**src/rtl/ivc_pkg.sv**
```systemverilog
package ivc_pkg;
  localparam int NUM_SRC   = 32;
  localparam int ID_W      = $clog2(NUM_SRC);
  localparam int NUM_PAIRS = 17;

  localparam int ID_SCI  = 11;
  localparam int ID_SPI  = 12;
  localparam int ID_PAI  = 13;
  localparam int ID_PAO  = 14;
  localparam int ID_TOV  = 15;
  localparam int ID_RTI  = 24;
  localparam int ID_XIRQ = 26;
  localparam int ID_SWI  = 27;
  localparam int ID_ILL  = 28;

  typedef logic [ID_W-1:0] src_id_t;

  // source id fed by flag/enable pair p
  function automatic src_id_t pair_src(input int p);
    case (p)
      0, 1, 2, 3: return src_id_t'(ID_SCI);
      4:          return src_id_t'(ID_SPI);
      5:          return src_id_t'(ID_TOV);
      6:          return src_id_t'(ID_RTI);
      7, 8, 9, 10, 11: return src_id_t'(20 - (p - 7));
      12, 13, 14: return src_id_t'(23 - (p - 12));
      15:         return src_id_t'(ID_PAI);
      16:         return src_id_t'(ID_PAO);
      default:    return '0;
    endcase
  endfunction
endpackage

```
**src/rtl/ivc_pending.sv**
```systemverilog
module ivc_pending
  import ivc_pkg::*;
#(
  parameter int NPAIR = NUM_PAIRS,
  parameter int NSRC  = NUM_SRC
) (
  input  logic             clk_i,
  input  logic             rst_ni,
  input  logic [NPAIR-1:0] flag_i,
  input  logic [NPAIR-1:0] en_i,
  input  logic             raise_swi_i,
  input  logic             raise_ill_i,
  input  logic             raise_xirq_i,
  input  logic [NSRC-1:0]  clr_i,
  output logic [NSRC-1:0]  pend_o
);
  logic [NSRC-1:0] dev_act, pend_d, pend_q;

  // shared ids: OR over every active pair
  always_comb begin
    dev_act = '0;
    for (int p = 0; p < NPAIR; p++) begin
      if (flag_i[p] && en_i[p]) dev_act[pair_src(p)] = 1'b1;
    end
  end

  always_comb begin
    pend_d         = dev_act;
    pend_d[ID_SWI]  = (pend_q[ID_SWI]  & ~clr_i[ID_SWI])  | raise_swi_i;
    pend_d[ID_ILL]  = (pend_q[ID_ILL]  & ~clr_i[ID_ILL])  | raise_ill_i;
    pend_d[ID_XIRQ] = (pend_q[ID_XIRQ] & ~clr_i[ID_XIRQ]) | raise_xirq_i;
  end

  always_ff @(posedge clk_i or negedge rst_ni) begin
    if (!rst_ni) pend_q <= '0;
    else         pend_q <= pend_d;
  end

  assign pend_o = pend_q;
endmodule

```
**src/rtl/ivc_order_table.sv**
```systemverilog
module ivc_order_table #(
  parameter int N = 32,
  parameter int W = $clog2(N)
) (
  input  logic                clk_i,
  input  logic                rst_ni,
  input  logic                we_i,
  input  logic [W-1:0]        slot_i,
  input  logic [W-1:0]        id_i,
  output logic [N-1:0][W-1:0] tbl_o
);
  for (genvar g = 0; g < N; g++) begin : g_slot
    always_ff @(posedge clk_i or negedge rst_ni) begin
      if (!rst_ni)                           tbl_o[g] <= W'(g);
      else if (we_i && slot_i == W'(g))      tbl_o[g] <= id_i;
    end
  end
endmodule

```
**src/rtl/ivc_arbiter.sv**
```systemverilog
module ivc_arbiter
  import ivc_pkg::*;
#(
  parameter int NSRC = NUM_SRC,
  parameter int W    = $clog2(NSRC)
) (
  input  logic [NSRC-1:0]        pend_i,
  input  logic [NSRC-1:0][W-1:0] tbl_i,
  input  logic                   i_mask_i,
  input  logic                   x_mask_i,
  output logic                   valid_o,
  output logic [W-1:0]           id_o
);
  logic          scan_hit;
  logic [W-1:0]  scan_id;

  always_comb begin
    scan_hit = 1'b0;
    scan_id  = '0;
    for (int k = 0; k < NSRC; k++) begin
      if (!scan_hit && pend_i[tbl_i[k]]) begin
        scan_hit = 1'b1;
        scan_id  = tbl_i[k];
      end
    end
  end

  always_comb begin
    valid_o = 1'b0;
    id_o    = '0;
    if (pend_i[ID_SWI]) begin
      valid_o = 1'b1;
      id_o    = W'(ID_SWI);
    end else if (pend_i[ID_ILL]) begin
      valid_o = 1'b1;
      id_o    = W'(ID_ILL);
    end else if (pend_i[ID_XIRQ]) begin
      // masked non-maskable request stalls every lower tier
      valid_o = !x_mask_i;
      id_o    = x_mask_i ? '0 : W'(ID_XIRQ);
    end else if (!i_mask_i && scan_hit) begin
      valid_o = 1'b1;
      id_o    = scan_id;
    end
  end
endmodule

```
**src/rtl/irq_vec_ctrl.sv**
```systemverilog
module irq_vec_ctrl
  import ivc_pkg::*;
#(
  parameter int          NPAIR     = NUM_PAIRS,
  parameter int          BUSY_CYC  = 14,
  parameter int          VEC_W     = 16,
  parameter logic [15:0] BASE_NORM = 16'hFFC0,
  parameter logic [15:0] BASE_SPEC = 16'hBFC0
) (
  input  logic             clk_i,
  input  logic             rst_ni,
  input  logic [NPAIR-1:0] flag_i,
  input  logic [NPAIR-1:0] en_i,
  input  logic             raise_swi_i,
  input  logic             raise_ill_i,
  input  logic             raise_xirq_i,
  input  logic             i_mask_i,
  input  logic             x_mask_i,
  input  logic             special_i,
  input  logic             take_i,
  input  logic             order_we_i,
  input  logic [4:0]       order_slot_i,
  input  logic [4:0]       order_id_i,
  output logic             sel_valid_o,
  output logic [4:0]       sel_id_o,
  output logic [15:0]      vec_addr_o,
  output logic             taken_o,
  output logic [4:0]       take_id_o,
  output logic             set_i_o,
  output logic             set_x_o,
  output logic             busy_o
);
  localparam int CNT_W = $clog2(BUSY_CYC + 1);

  logic [NUM_SRC-1:0]           pend, clr;
  logic [NUM_SRC-1:0][ID_W-1:0] tbl;
  logic [CNT_W-1:0]             busy_cnt;
  logic                         accept;
  logic [VEC_W-1:0]             base;

  ivc_pending #(.NPAIR(NPAIR), .NSRC(NUM_SRC)) u_pend (
    .clk_i, .rst_ni, .flag_i, .en_i,
    .raise_swi_i, .raise_ill_i, .raise_xirq_i,
    .clr_i (clr),
    .pend_o(pend)
  );

  ivc_order_table #(.N(NUM_SRC), .W(ID_W)) u_order (
    .clk_i, .rst_ni,
    .we_i  (order_we_i),
    .slot_i(order_slot_i),
    .id_i  (order_id_i),
    .tbl_o (tbl)
  );

  ivc_arbiter #(.NSRC(NUM_SRC), .W(ID_W)) u_arb (
    .pend_i  (pend),
    .tbl_i   (tbl),
    .i_mask_i,
    .x_mask_i,
    .valid_o (sel_valid_o),
    .id_o    (sel_id_o)
  );

  assign base       = special_i ? BASE_SPEC : BASE_NORM;
  assign vec_addr_o = base + {{(VEC_W-ID_W-1){1'b0}}, sel_id_o, 1'b0};
  assign busy_o     = busy_cnt != '0;
  assign accept     = take_i && sel_valid_o && !busy_o;

  // the pending block keeps only the latched-request bits of this vector
  always_comb begin
    clr = '0;
    if (accept) clr[sel_id_o] = 1'b1;
  end

  always_ff @(posedge clk_i or negedge rst_ni) begin
    if (!rst_ni) begin
      taken_o   <= 1'b0;
      take_id_o <= '0;
      set_i_o   <= 1'b0;
      set_x_o   <= 1'b0;
      busy_cnt  <= '0;
    end else if (accept) begin
      taken_o   <= 1'b1;
      take_id_o <= sel_id_o;
      set_x_o   <= sel_id_o == ID_W'(ID_XIRQ);
      set_i_o   <= sel_id_o != ID_W'(ID_XIRQ);
      busy_cnt  <= CNT_W'(BUSY_CYC);
    end else begin
      taken_o <= 1'b0;
      set_i_o <= 1'b0;
      set_x_o <= 1'b0;
      if (busy_o) busy_cnt <= busy_cnt - 1'b1;
    end
  end
endmodule

```
**config.mk**
```make
export PLATFORM = sky130hd
export DESIGN_NAME = irq_vec_ctrl
export DESIGN_NICKNAME = d
export VERILOG_FILES = /design/src/rtl/ivc_pkg.sv /design/src/rtl/ivc_pending.sv /design/src/rtl/ivc_order_table.sv /design/src/rtl/ivc_arbiter.sv /design/src/rtl/irq_vec_ctrl.sv
export SDC_FILE = /design/constraint.sdc
export NUM_CORES = 1
export LEC_CHECK = 0
export BUFFER_PORTS_ARGS = -buffer_cell sky130_fd_sc_hd__clkbuf_2
export CAP_MARGIN = 40
export CORE_MARGIN = 5
export CORE_UTILIZATION = 46
export CTS_CLUSTER_DIAMETER = 80
export DETAILED_ROUTE_END_ITERATION = 10
export GPL_ROUTABILITY_DRIVEN = 0
export GPL_TIMING_DRIVEN = 0
export PLACE_DENSITY = 0.72
export SKIP_CTS_REPAIR_TIMING = 1
export SYNTH_ARGS = -nofsm -noshare
export SYNTH_HDL_FRONTEND = slang
export SYNTH_SLANG_ARGS = --single-unit
```
**constraint.sdc**
```tcl
create_clock -name clk_i -period 5.9 [get_ports clk_i]
set_clock_uncertainty 0.05 [all_clocks]
set_input_delay 1.18 -clock clk_i [delete_from_list [all_inputs] [get_ports clk_i]]
set_output_delay 1.18 -clock clk_i [all_outputs]
set_load 0.1 [all_outputs]
```
-- Yosys cells after proc, flatten, opt, wreduce, memory -nomap -nowiden
Index checks and enable logic that the tools add are counted.
- word-level logic and storage cells: 518
- register bits after elaboration: 204
- bits of input ports: 54
- output and inout bits: 31
- equality and inequality tests: 33
- add/sub/neg operators: 2
- reductions and logical operators: 138
- bitwise operators: 25
- magnitude comparators: 68
- multiplexer cells: 214
- operators with widths (kind ; number):
    32-bit 2-to-1 mux ; 17
    32-bit bitwise OR ; 16
    5-bit by 6-bit less-than comparator with 1-bit output, second input constant ; 50
    5-bit 2-to-1 mux ; 54
    1-bit binary-select mux with 5-bit select ; 32
    1-bit logical AND ; 101
    1-bit demux with 5-bit select ; 18
    5-bit by 1-bit >= comparator with 1-bit output, second input constant ; 18
    1-bit 2-to-1 mux ; 89
    5-bit == test, second input constant ; 17
    5-bit by 4-bit == test with 1-bit output, second input constant ; 8
    1-bit logical NOT ; 34
    29-bit 2-to-1 mux ; 1
    5-bit by 3-bit == test with 1-bit output, second input constant ; 4
    16-bit by 6-bit adder with 16-bit output ; 1
    15-bit 2-to-1 mux ; 1
    5-bit by 2-bit == test with 1-bit output, second input constant ; 2
    4-bit 2-to-1 mux ; 2
    5-bit by 1-bit == test with 1-bit output, second input constant ; 1
    5-bit logical NOT ; 1
    5-bit != test, second input constant ; 1
    4-bit nonzero test ; 1
    4-bit by 1-bit subtractor with 4-bit output, second input constant ; 1
    1-bit bitwise AND ; 3
    other kinds (3) ; 7

-- Depth between registers and ports, before layout
- word-level depth: 109
- depth in mapped cells: 18
- depth with buffers taken out: 14

-- Modules after synthesis
Synthesis repeated with hierarchy kept, for this count alone.
- cells, all modules: 1695
- area, all modules: 18820.6 um^2
- modules (own cells, without submodules) (module ; cells each ; seq. area each (um^2) ; instances ; area an instance (um^2)):
    ivc_arbiter ; 1152 ; 0.0 ; 1 ; 11023.1
    ivc_order_table ; 384 ; 4103.9 ; 1 ; 6252.2
    irq_vec_ctrl ; 104 ; 300.3 ; 1 ; 869.6
    ivc_pending ; 55 ; 425.4 ; 1 ; 675.6

-- Least setup slack after synthesis
No wires, ideal clock.
- path kind: register to output
- start: register u_order.tbl_o[115] (netlist name)
- end: output vec_addr_o[2]
- path slack: -1.286 ns
- arrival: 5.956 ns
- path buffers: 2
- data required time: 4.670 ns
- cell stages (with the launch flop): 15
- path through: dfstp_2 -> clkbuf_1 -> mux4_2 -> mux2_2 -> nand3b_1 -> nand3_1 -> nor4_4 -> nand3_1 -> nor4_2 -> a221oi_1 -> o211ai_1 -> or4b_1 -> nand2_1 -> o21ai_0 -> buf_4
- longest elaborated chain between the ends: 34
- ends and longest elaborated chain (item ; RTL line ; text):
    start: declaration ; ivc_order_table.sv:10 ; output logic [N-1:0][W-1:0] tbl_o
    start signal: indexed assignment ; ivc_order_table.sv:14 ; if (!rst_ni) tbl_o[g] <= W'(g);
    start signal: indexed assignment ; ivc_order_table.sv:15 ; else if (we_i && slot_i == W'(g)) tbl_o[g] <= id_i;
    1-bit binary-select mux with 5-bit select (*) ; ivc_arbiter.sv:21 ; if (!scan_hit && pend_i[tbl_i[k]]) begin
    1-bit 2-to-1 mux (not written as such) (*) ; ivc_arbiter.sv:21 ;
    1-bit logical AND (*) ; ivc_arbiter.sv:21 ;
    1-bit 2-to-1 mux ; ivc_arbiter.sv:21 ;
    1-bit logical NOT ; ivc_arbiter.sv:21 ;
    1-bit logical AND ; ivc_arbiter.sv:21 ;
    1-bit 2-to-1 mux ; ivc_arbiter.sv:21 ;
    1-bit logical NOT ; ivc_arbiter.sv:21 ;
    [... 19 more ...] ; n/a ;
    1-bit 2-to-1 mux ; ivc_arbiter.sv:21 ;
    1-bit logical AND ; ivc_arbiter.sv:41 ; end else if (!i_mask_i && scan_hit) begin
    5-bit 2-to-1 mux (*) ; ivc_arbiter.sv:41 ;
    5-bit 2-to-1 mux (*) ; ivc_arbiter.sv:37 ; end else if (pend_i[ID_XIRQ]) begin
    5-bit 2-to-1 mux (*) ; ivc_arbiter.sv:34 ; end else if (pend_i[ID_ILL]) begin
    5-bit 2-to-1 mux (*) ; ivc_arbiter.sv:31 ; if (pend_i[ID_SWI]) begin
    net sel_id_o[1] ; irq_vec_ctrl.sv:25 ; output logic [4:0] sel_id_o,
    16-bit by 6-bit adder with 16-bit output (*) ; irq_vec_ctrl.sv:66 ; assign vec_addr_o = base + {{(VEC_W-ID_W-1){1'b0}}, sel_id_o, 1'b0};
    end: declaration ; irq_vec_ctrl.sv:26 ; output logic [15:0] vec_addr_o,
The timed path passes the listed nets; every way through them passes the cells marked *. The select of a mux whose other input is x is not followed.

-- Final worst setup path
- start: register u_pend.pend_q[17] (netlist: u_pend.pend_o[17])
- end: output vec_addr_o[2]
- longest elaborated chain between the ends: 102
- ends and longest elaborated chain (item ; RTL line ; text):
    start: declaration ; ivc_pending.sv:17 ; logic [NSRC-1:0] dev_act, pend_d, pend_q;
    start signal: assignment ; ivc_pending.sv:36 ; else pend_q <= pend_d;
    1-bit binary-select mux with 5-bit select ; ivc_arbiter.sv:21 ;
    1-bit 2-to-1 mux (not written as such) ; ivc_arbiter.sv:21 ;
    1-bit 2-to-1 mux ; ivc_arbiter.sv:21 ;
    1-bit logical NOT ; ivc_arbiter.sv:21 ;
    1-bit logical AND ; ivc_arbiter.sv:21 ;
    1-bit 2-to-1 mux ; ivc_arbiter.sv:21 ;
    1-bit logical NOT ; ivc_arbiter.sv:21 ;
    1-bit logical AND ; ivc_arbiter.sv:21 ;
    [... 86 more ...] ; n/a ;
    1-bit logical AND ; ivc_arbiter.sv:21 ;
    1-bit 2-to-1 mux ; ivc_arbiter.sv:21 ;
    1-bit logical AND ; ivc_arbiter.sv:41 ;
    5-bit 2-to-1 mux (*) ; ivc_arbiter.sv:41 ;
    5-bit 2-to-1 mux (*) ; ivc_arbiter.sv:37 ;
    5-bit 2-to-1 mux (*) ; ivc_arbiter.sv:34 ;
    5-bit 2-to-1 mux (*) ; ivc_arbiter.sv:31 ;
    16-bit by 6-bit adder with 16-bit output (*) ; irq_vec_ctrl.sv:66 ;
Mark *: on every way between the ends. The rest lies on a longest branch, timed or not. The select of a mux whose other input is x is not followed.

==> impl_metrics.json <==
{
  "status": "complete, but fails checks",
  "violations": "setup timing",
  "fin_ws_ns": -0.3825,
  "die_w_um": 198.1,
  "syn_inst": 1718,
  "drv_slew": 0,
  "syn_to_final_growth_pct": 15.28,
  "async_flop_share_pct": 100.0,
  "slew_headroom_pct": 40.17,
  "fmaxAchievable_mhz": 159.2,
  "p_total_mw": 6.717,
  "layout_min_cycle_time_ns": 6.282,
  "h-tree-depth": 4,
  "drt_pass1_iterations": 8,
  "synth_top_family_by_area": "multiplexers",
  "cts_made_buffers": 17,
  "maxCapViolCount": 0,
  "drc": 0,
  "rsz0062_at_grt": "yes",
  "instances_no_fill": 2324,
  "core-area_um2": 35220,
  "crit_path_start_kind": "flip-flop",
  "stdcell_area_um2": 18770,
  "synth_area_um2": 16280,
  "vias": 16470,
  "min_path_type": "reg -> reg",
  "synth_xor_area_share_pct": 0.05380,
  "drive_gt1_share_pct": 35.36,
  "cts_buffer_depth": 2,
  "grtUsageTotal_pct": 31.92,
  "drt_iter0_drc": 2905,
  "wirelength_um": 64780,
  "synth-edff-count": 0,
  "port-buffer-count": 72,
  "ios": 85,
  "synthFlopType": "dfrtp_1",
  "detail_route.vias_per_cell": 7.086,
  "cts_sinks": 189,
  "ys_seq_area_share_pct": 29.66,
  "fillers": 3140,
  "synth_compound_area_share_pct": 17.49,
  "cts_root_buf": "clkbuf_16",
  "setup_viol": 9,
  "design.die.area_um2": 39260,
  "synthSimpleGateAreaFrac_pct": 20.40,
  "grt_pass1_wl_um": 94720,
  "start_util_pct": 46.22,
  "cts.clk_slew.worst_paths_ns": 0.08,
  "die_y_um": 198.1,
  "worst_hold_slack_ns": 0.4319,
  "vdd_ir_drop_max_v": 0.0002993,
  "cp.arrival_ns": 5.05,
  "syn_avg_cell_area_um2": 9.476,
  "fin_util_pct": 53.28,
  "cts_tree": "yes",
  "required_ns": 4.67,
  "synth_adder_area_share_pct": 0.07685,
  "ys_types": 106,
  "p_per_area_nw_per_um2": 357.9,
  "antenna_found_initial": 3,
  "ys_warn_count": 0,
  "grt_pass1_vias": 15350,
  "worst_pin_slew_ns": 0.8906,
  "overflow": 0,
  "grt_max_degree": 76,
  "nets": 1900,
  "synth-seq-cells": 189,
  "place_area_um2": 17550,
  "hold_violations": 0,
  "synth.area.mux_share_pct": 25.10,
  "num_rows": 69,
  "crit_path_end_kind": "output pin",
  "hpwl_um": 45750,
  "ant_nets": 0,
  "placedCellCount": 2280,
  "wire_per_inst_um": 27.87,
  "power_leakage_nw": 7.425,
  "insertion_delay_ns": 0.46,
  "critPathMaxFanout": 10,
  "finalCritPeriodShare_pct": 106.5,
  "critPathKind": "reg -> out"
}
worst max-delay path, stage by stage (launching register included):
cell	delay, ns
dfrtp_1	0.45
buf_4	0.25
mux4_2	0.48
nor2_1	0.11
nand4b_1	0.23
nand4_1	0.17
buf_4	0.20
nor4_4	0.44
buf_4	0.22
and2_4	0.14
buf_6	0.10
a22oi_2	0.04
a222oi_1	0.47
a31oi_1	0.17
or4b_4	0.60
nand2_2	0.11
o21ai_2	0.08
buf_4	0.16
buf_12	0.15
layout make-up:
| class | count | area [µm²] | area share, % |
|---|---|---|---|
| Buffer | 172 | 1023 | 5.453 |
| Antenna cell | 5 | 12.51 | 0.06667 |
| Clock inverter | 13 | 131.4 | 0.7000 |
| Multi-Input combinational cell | 1290 | 10590 | 56.45 |
| Sequential cell | 189 | 4836 | 25.77 |
| Tap cell | 461 | 576.8 | 3.073 |
| Inverter | 47 | 180.2 | 0.9600 |
| Clock buffer | 19 | 442.9 | 2.360 |
| Timing Repair Buffer | 128 | 970.9 | 5.173 |
final timing paths:
path | startpoint | end | slack, ns | depth (start not counted)
max in group asynchronous | rst_ni | u_order.tbl_o[11] | 4.39 | 2
worst min-delay path | take_id_o[4] | take_id_o[4] | 0.43 | 2
worst min register to register | take_id_o[4] | take_id_o[4] | 0.43 | 2
min in group asynchronous | rst_ni | u_pend.pend_o[26] | 0.61 | 1
worst max-delay path | u_pend.pend_o[17] | vec_addr_o[2] | -0.38 | 18
worst max register to register | u_pend.pend_o[17] | u_pend.pend_o[26] | 1.12 | 15
registers in the layout (all words and copies together) (netlist names):
name and flops:
set_i_o 1, u_order.tbl_o 160, u_pend.pend_o 17, busy_cnt 4
set_x_o 1, take_id_o 5, taken_o 1
cell usage after synthesis (all sizes together) (7+ instances only):
master   number  area share, %
o21a         10           0.46
o21ai        73            2.2
nor4         15           0.93
dfrtp       109             17
mux2i        64            3.9
a221oi       12           0.65
a22oi        17           0.87
nor2         96            2.2
a211oi       23            1.1
nand2       144            3.4
nand3b       18           0.85
and4b         8           0.49
mux4         69            9.5
and3         17           0.68
o211ai       13           0.63
a31oi        19           0.82
buf          85            3.4
nand3        50            1.6
a32oi         8           0.43
inv          47            1.1
o32ai        10           0.54
and2         24           0.92
nor3         31            1.2
o32a          8           0.49
a211o         7           0.38
a21oi        58            1.9
nand4        39            1.7
nor3b        22            1.0
a221o         8           0.49
nand2b       31            1.2
nand4b       19            1.0
o22ai        11           0.42
o21bai       25            1.2
o31ai         8           0.37
a21o         10           0.46
mux2        168             12
o221ai        7           0.38
or3          11           0.42
dfstp        80             13
o2111ai       7           0.38
nor2b        31            1.2
clkbuf      115            2.7
where the power goes:
group	internal (mW)	switching (mW)	total (mW)
clock	0.605	0.579	1.18
combinational	1.39	2.17	3.56
sequential	1.64	0.332	1.97
metrics by stage:
step | setup WS, ns | TNS [ns]
detailed placement | -1.181 | -8.418
finish | -0.3825 | -1.336
CTS | -1.698 | -14.04
global route | -0.3365 | -0.9490
floorplan | -0.4323 | -0.4323
global placement | -1.112 | -7.389
layer usage:
metal,GRT usage [%],vias to the layer above,share of wire (%)
met5,0,-,0.23
met4,19.48,6,8.5
met3,11.91,420,16
met2,45.14,1461,41
met1,41.42,7845,35
li1,-,6737,-
kinds of logic (layout without fill, tap and decap cells):
group	after synthesis	count (layout)
simple gates	586	586
compound gates	391	391
flops	189	189
other cells	2	15
fa+ha+maj	1	1
mux	301	301
buf+inv	247	379
xor+xnor	1	1
placed cells by master (no fill, tap or decap), drive strengths merged, types with 23 or more instances in the layout:
master,instances
o21ai,73
dfrtp,109
dfstp,80
nor2,96
nand2,144
nand3,50
a211oi,23
mux4,69
a21oi,58
inv,51
mux2i,64
nor2b,31
nand2b,31
nor3,31
and2,24
nand4,39
mux2,168
o21bai,25
buf,141
clkbuf,175
Note: power is estimated with default switching activity, not from simulation.
